[src/rtl/rt_dbuf_pkg.sv]
package rt_dbuf_pkg;
    localparam int SA_W_DEF  = 5;   // subaddress width
    localparam int IDX_W_DEF = 5;   // log2 of words per block
    localparam int DW_DEF    = 16;  // RAM word width
endpackage

[src/rtl/rt_dbuf_addr.sv]
module rt_dbuf_addr #(
    parameter int SA_W  = rt_dbuf_pkg::SA_W_DEF,
    parameter int IDX_W = rt_dbuf_pkg::IDX_W_DEF,
    localparam int AW   = 2 + SA_W + IDX_W
) (
    input  logic            bc,
    input  logic [SA_W-1:0] sa,
    input  logic            blk,
    output logic [AW-1:0]   base
);
    assign base = {bc, sa, blk, {IDX_W{1'b0}}};
endmodule

[src/rtl/rt_dbuf_ctrl.sv]
module rt_dbuf_ctrl #(
    parameter int SA_W  = rt_dbuf_pkg::SA_W_DEF,
    parameter int IDX_W = rt_dbuf_pkg::IDX_W_DEF,
    parameter int DW    = rt_dbuf_pkg::DW_DEF,
    localparam int NSA   = 1 << SA_W,
    localparam int NPAIR = 2 * NSA,
    localparam int AW    = 2 + SA_W + IDX_W
) (
    input  logic             clk,
    input  logic             rst,
    input  logic [NSA-1:0]   dbuf_en,
    input  logic             bcast_sep_en,
    input  logic [SA_W-1:0]  ev_sa,
    input  logic             ev_bcast,
    input  logic             ev_word,
    input  logic [DW-1:0]    ev_data,
    input  logic             ev_end,
    input  logic             ev_valid,
    output logic             ram_we,
    output logic [AW-1:0]    ram_addr,
    output logic [DW-1:0]    ram_wdata,
    output logic [NPAIR-1:0] act
);
    typedef struct packed {
        logic [NPAIR-1:0] act;
        logic [IDX_W:0]   cnt;
        logic             we;
        logic [AW-1:0]    addr;
        logic [DW-1:0]    data;
    } st_t;

    st_t st_d, st_q;

    logic               wr_bc;
    logic [SA_W:0]      wr_pair;
    logic               cur_act;
    logic               wr_blk;
    logic [AW-1:0]      wr_base;

    assign wr_bc   = ev_bcast & bcast_sep_en;
    assign wr_pair = {wr_bc, ev_sa};
    assign cur_act = st_q.act[wr_pair];
    assign wr_blk  = dbuf_en[ev_sa] ? ~cur_act : cur_act;

    rt_dbuf_addr #(.SA_W(SA_W), .IDX_W(IDX_W)) u_wr_addr (
        .bc   (wr_bc),
        .sa   (ev_sa),
        .blk  (wr_blk),
        .base (wr_base)
    );

    always_comb begin
        st_d    = st_q;
        st_d.we = 1'b0;
        if (ev_word && !st_q.cnt[IDX_W]) begin
            st_d.we   = 1'b1;
            st_d.addr = wr_base | AW'(st_q.cnt[IDX_W-1:0]);
            st_d.data = ev_data;
            st_d.cnt  = st_q.cnt + 1'b1;
        end
        if (ev_end) begin
            st_d.cnt = '0;
            if (ev_valid && dbuf_en[ev_sa]) begin
                st_d.act[wr_pair] = ~cur_act;
            end
        end
    end

    always_ff @(posedge clk) begin
        if (rst) begin
            st_q <= '0;
        end else begin
            st_q <= st_d;
        end
    end

    assign ram_we    = st_q.we;
    assign ram_addr  = st_q.addr;
    assign ram_wdata = st_q.data;
    assign act       = st_q.act;
endmodule

[src/rtl/rt_dbuf.sv]
module rt_dbuf #(
    parameter int SA_W  = rt_dbuf_pkg::SA_W_DEF,
    parameter int IDX_W = rt_dbuf_pkg::IDX_W_DEF,
    parameter int DW    = rt_dbuf_pkg::DW_DEF,
    localparam int NSA   = 1 << SA_W,
    localparam int NPAIR = 2 * NSA,
    localparam int AW    = 2 + SA_W + IDX_W
) (
    input  logic            clk,
    input  logic            rst,
    input  logic [NSA-1:0]  dbuf_en,
    input  logic            bcast_sep_en,
    input  logic [SA_W-1:0] ev_sa,
    input  logic            ev_bcast,
    input  logic            ev_word,
    input  logic [DW-1:0]   ev_data,
    input  logic            ev_end,
    input  logic            ev_valid,
    output logic            ram_we,
    output logic [AW-1:0]   ram_addr,
    output logic [DW-1:0]   ram_wdata,
    input  logic [SA_W-1:0] cpu_sa,
    input  logic            cpu_bcast,
    output logic [AW-1:0]   cpu_base
);
    logic [NPAIR-1:0] act;
    logic             rd_bc;

    rt_dbuf_ctrl #(.SA_W(SA_W), .IDX_W(IDX_W), .DW(DW)) u_ctrl (
        .clk          (clk),
        .rst          (rst),
        .dbuf_en      (dbuf_en),
        .bcast_sep_en (bcast_sep_en),
        .ev_sa        (ev_sa),
        .ev_bcast     (ev_bcast),
        .ev_word      (ev_word),
        .ev_data      (ev_data),
        .ev_end       (ev_end),
        .ev_valid     (ev_valid),
        .ram_we       (ram_we),
        .ram_addr     (ram_addr),
        .ram_wdata    (ram_wdata),
        .act          (act)
    );

    assign rd_bc = cpu_bcast & bcast_sep_en;

    rt_dbuf_addr #(.SA_W(SA_W), .IDX_W(IDX_W)) u_rd_addr (
        .bc   (rd_bc),
        .sa   (cpu_sa),
        .blk  (act[{rd_bc, cpu_sa}]),
        .base (cpu_base)
    );
endmodule

[config.mk]
export PLATFORM = sky130hd
export DESIGN_NAME = rt_dbuf
export DESIGN_NICKNAME = d
export VERILOG_FILES = /design/src/rtl/rt_dbuf_pkg.sv /design/src/rtl/rt_dbuf_addr.sv /design/src/rtl/rt_dbuf_ctrl.sv /design/src/rtl/rt_dbuf.sv
export SDC_FILE = /design/constraint.sdc
export NUM_CORES = 1
export LEC_CHECK = 0
export ABC_AREA = 1
export BUFFER_PORTS_ARGS = -buffer_cell sky130_fd_sc_hd__buf_2
export CAP_MARGIN = 20
export CORE_MARGIN = 3
export CORE_UTILIZATION = 52
export DETAILED_ROUTE_END_ITERATION = 7
export PLACE_DENSITY = 0.77
export SYNTH_ARGS = -nofsm -noshare
export SYNTH_HDL_FRONTEND = slang
export SYNTH_SLANG_ARGS = --single-unit
[constraint.sdc]
create_clock -name clk -period 2 [get_ports clk]
set_input_delay 0.4 -clock clk [delete_from_list [all_inputs] [get_ports clk]]
set_output_delay 0.4 -clock clk [all_outputs]
set_load 0.01 [all_outputs]
==> results.py <==
metrics = {
    "worst_setup_path": {
        "crit_type": "in2out",
        "crit_chain": "buf_8 > buf_12 > buf_4 > a21oi_1 > o21ai_1 > o211ai_1 > o211ai_1 > nand3_1 > nand3_2 > nand2_1 > buf_2",
        "reg2reg_depth": 12,
        "arrival_ps": 1660,
        "path_depth": 11,
        "cp_slowest_stage_delay_ps": 150,
        "worstPathMaxFanout": 8,
        "endpoint_kind": "output pin",
        "cp_top_family": "buffers and inverters",
        "critPathSlowestCell": "buf_12",
        "crit_path_start_kind": "input pin",
        "critical_path_buf_inv_count": 4,
        "required_ps": 1600,
        "path_common_cell": "o211ai_1",
    },
    "synthesis": {
        "synth-compound-area-share": 0.104,
        "yosys.area.top_type": "dfxtp_1",
        "yosys_warnings": 0,
        "synth_xor_area_frac": 0,
        "synth_edf_count": 0,
        "synth.avg_cell_area_sq_um": 6.15,
        "synthCells": 1090,
        "ys_seq_area_frac": 0.296,
        "ys_async_sr_fraction": 0,
        "ys.flop_type": "dfxtp_1",
        "synth-simple-area-share": 0.433,
        "syn-cell-area_sq_mm": 0.00670,
        "synthAdderAreaFrac": 0.00187,
        "synth.area.mux_share": 0,
        "synth-seq-cells": 99,
        "synth.distinct_cells": 31,
        "synth_top_area_frac": 0.296,
        "synth_top_family_by_area": "simple AND/OR/NAND/NOR gates",
        "synth_area_leaders": "dfxtp_1 30%, nor2_1 15%, nand2_1 14%, nand3_1 5.8%, nand3_2 5.8%",
    },
    "sta": {
        "skew_ps": 9.24,
        "whs_ps": 268,
        "period_minus_slack_ps": 2060,
        "hold_viol": 0,
        "final.setup.tns_ps": -60.4,
        "setup_slack_ps": -60.4,
        "fmax_mhz": 485,
        "finalCritPeriodShare": 1.03,
        "finalSetupViolCount": 1,
        "drv_slew": 0,
        "rsz0062_at_grt": "true",
    },
    "clocking": {
        "cts_hold_buf": 0,
        "clk_pin_slew_ps": 70,
        "clk_path_buf_depth": 2,
        "cts_tree": "done",
        "worst_skew_pair.late_latency_ps": 370,
        "cts_setup_buffers": 0,
        "cts_made_buffers": 9,
        "clock-sinks": 99,
        "root_buffer": "clkbuf_16",
        "htreeDepth": 3,
    },
    "global_routing": {
        "use_met3": 0.0721,
        "grt_usage": 0.273,
        "antenna_found_initial": 0,
        "grt_max_degree": 65,
        "grt_overflow": 0,
        "met1_usage": 0.372,
        "grt_pass1_wl_um": 31700,
        "grt_pass1_vias": 6502,
        "use_met2": 0.425,
        "gr-max-usage-layer": "met2",
    },
    "min_path": {
        "hold_class": "in2reg",
        "min_path_cells": 2,
    },
    "status": {
        "violations": "setup timing",
        "status": "complete, but fails checks",
    },
    "power_and_ir_drop": {
        "p_leak_uw": 0.00381,
        "vdd_drop_max_uv": 655,
        "powerDensity_mw_per_mm2": 618,
    },
    "cells_and_area": {
        "regArea_sq_mm": 0.00199,
        "fin_nets": 1238,
        "fillers": 1172,
        "insertedDiodeCount": 0,
        "fin_cells": 1344,
        "area_delta_synth_final_pct": 17.1,
        "drive_above_1_share": 0.225,
        "multiInputGateArea_sq_mm": 0.00370,
    },
    "die": {
        "die_w_um": 120,
        "die-area_sq_mm": 0.0143,
        "rows": 40,
        "start_util": 0.544,
        "num_io_pins": 107,
        "core_sq_mm": 0.0123,
        "die_h_um": 120,
    },
    "route": {
        "final_antenna_net_count": 0,
        "dr.pass1.iters": 5,
        "post_drt_wl_per_cell_um": 14.6,
        "drcViolationCount": 0,
        "drt_iter0_markers": 582,
        "routed_wl_um": 19700,
        "routed_via_density": 5.32,
        "vias": 7156,
    },
    "run": {
        "cap_viol_max_count": 0,
    },
    "placement": {
        "numPortBuffers": 101,
        "dp_cells": 1324,
        "gp_congestion": 0.948,
        "hpwl_um": 13000,
    },
}
logic make-up after synthesis:
family / Yosys count
other: 1
flip-flops: 99
buffers and inverters: 204
AO/OA/AOI/OAI: 128
AND/OR/NAND/NOR: 657
adder cells (fa/ha/maj): 1
worst register-to-register path: stages (launching register included):
cell and delay (ps):
dfxtp_1 300, inv_1 110, nand2_1 70, nand3_1 90
nand4_1 110, nand2_1 80, nand2_1 90, nor2_1 170
nand2_1 160, clkinv_4 120, buf_12 180, nor2_1 80
nor2_1 110
registers in the layout, indices dropped and copies added (netlist names):
name and flops:
u_ctrl.act 64, u_ctrl.ram_addr 12, u_ctrl.ram_wdata 16, u_ctrl.ram_we 1, u_ctrl.st_q 6
area by class of cell:
| class | count | area share |
|---|---|---|
| timing repair buffer | 167 | 0.158 |
| clock inverter | 6 | 0.00829 |
| inverter | 103 | 0.0515 |
| sequential | 99 | 0.254 |
| multi-input combinational | 791 | 0.471 |
| clock buffer | 10 | 0.0305 |
| tap | 168 | 0.0268 |
metal layers:
| metal | vias up | wire (um) |
|---|---|---|
| li1 | 3546 | - |
| met1 | 3218 | 8110 |
| met2 | 348 | 8950 |
| met3 | 44 | 2190 |
| met4 | 0 | 424 |
| met5 | - | 0 |
cell usage in the layout (no fill, tap or decap), types with 3 or more instances in the layout:
cell,n
nor2_1,265
nand2_1,242
buf_2,99
dfxtp_1,93
inv_1,88
nand3_1,76
buf_4,49
o21ai_0,47
nand3_2,41
a21oi_1,27
o21ai_1,24
o211ai_1,22
nor3_1,12
buf_12,12
clkbuf_16,11
inv_2,9
nand4_1,8
dfxtp_2,6
inv_4,5
nand2_2,5
conb_1,5
nor2_4,4
o21ai_2,3
a21oi_2,3
inv_6,3
cell usage after synthesis (2+ instances only):
master and instances:
a21oi_1 31, inv_1 96, clkbuf_1 25, o21ai_1 7, nor2_1 266, buf_1 2
nand2_2 5, o21ai_0 68, nand3_2 39, buf_8 4, buf_4 42, inv_4 2
nor2_4 2, buf_6 14, nand2_1 242, buf_2 14, o211ai_1 22, nor3_1 12
nand4_1 8, nand3_1 78, dfxtp_1 99, inv_2 3
path summary, 6_finish.rpt:
kind	startpoint	slack [ps]	to
worst max register to register	u_ctrl.act[17]	270	u_ctrl.act[15]
worst min-delay path	rst	270	u_ctrl.ram_we
worst min register to register	u_ctrl.st_q[34]	460	u_ctrl.st_q[34]
worst max-delay path	cpu_sa[0]	-60	cpu_base[5]
what timing repair did:
action,4_1_cts,5_1_grt
pin swaps,8,3
setup endpoints to repair,1,44
hold endpoints to repair,0,0
resized for setup,34,27
cloned,2,2
per-stage QoR:
stage / instance area, sq um / utilization / power, uW / setup slack (ps)
after floorplan: 6720 / - / 2740 / 37.5
after global placement: 7340 / 0.596 / 3000 / -254
after detailed placement: 7340 / 0.596 / 3010 / -270
after CTS: 7750 / 0.629 / 4830 / -28.2
after global routing: 7850 / 0.637 / 5040 / -129
final: 7850 / 0.637 / 4850 / -60.4
power breakdown:
group | internal (uW) | switching (uW) | leakage (uW) | total [uW]
Clock | 921 | 896 | 0.000151 | 1820
Sequential | 2010 | 20.7 | 0.000808 | 2030
Combinational | 373 | 629 | 0.00285 | 1000
Power figures use the tool's default switching activity.
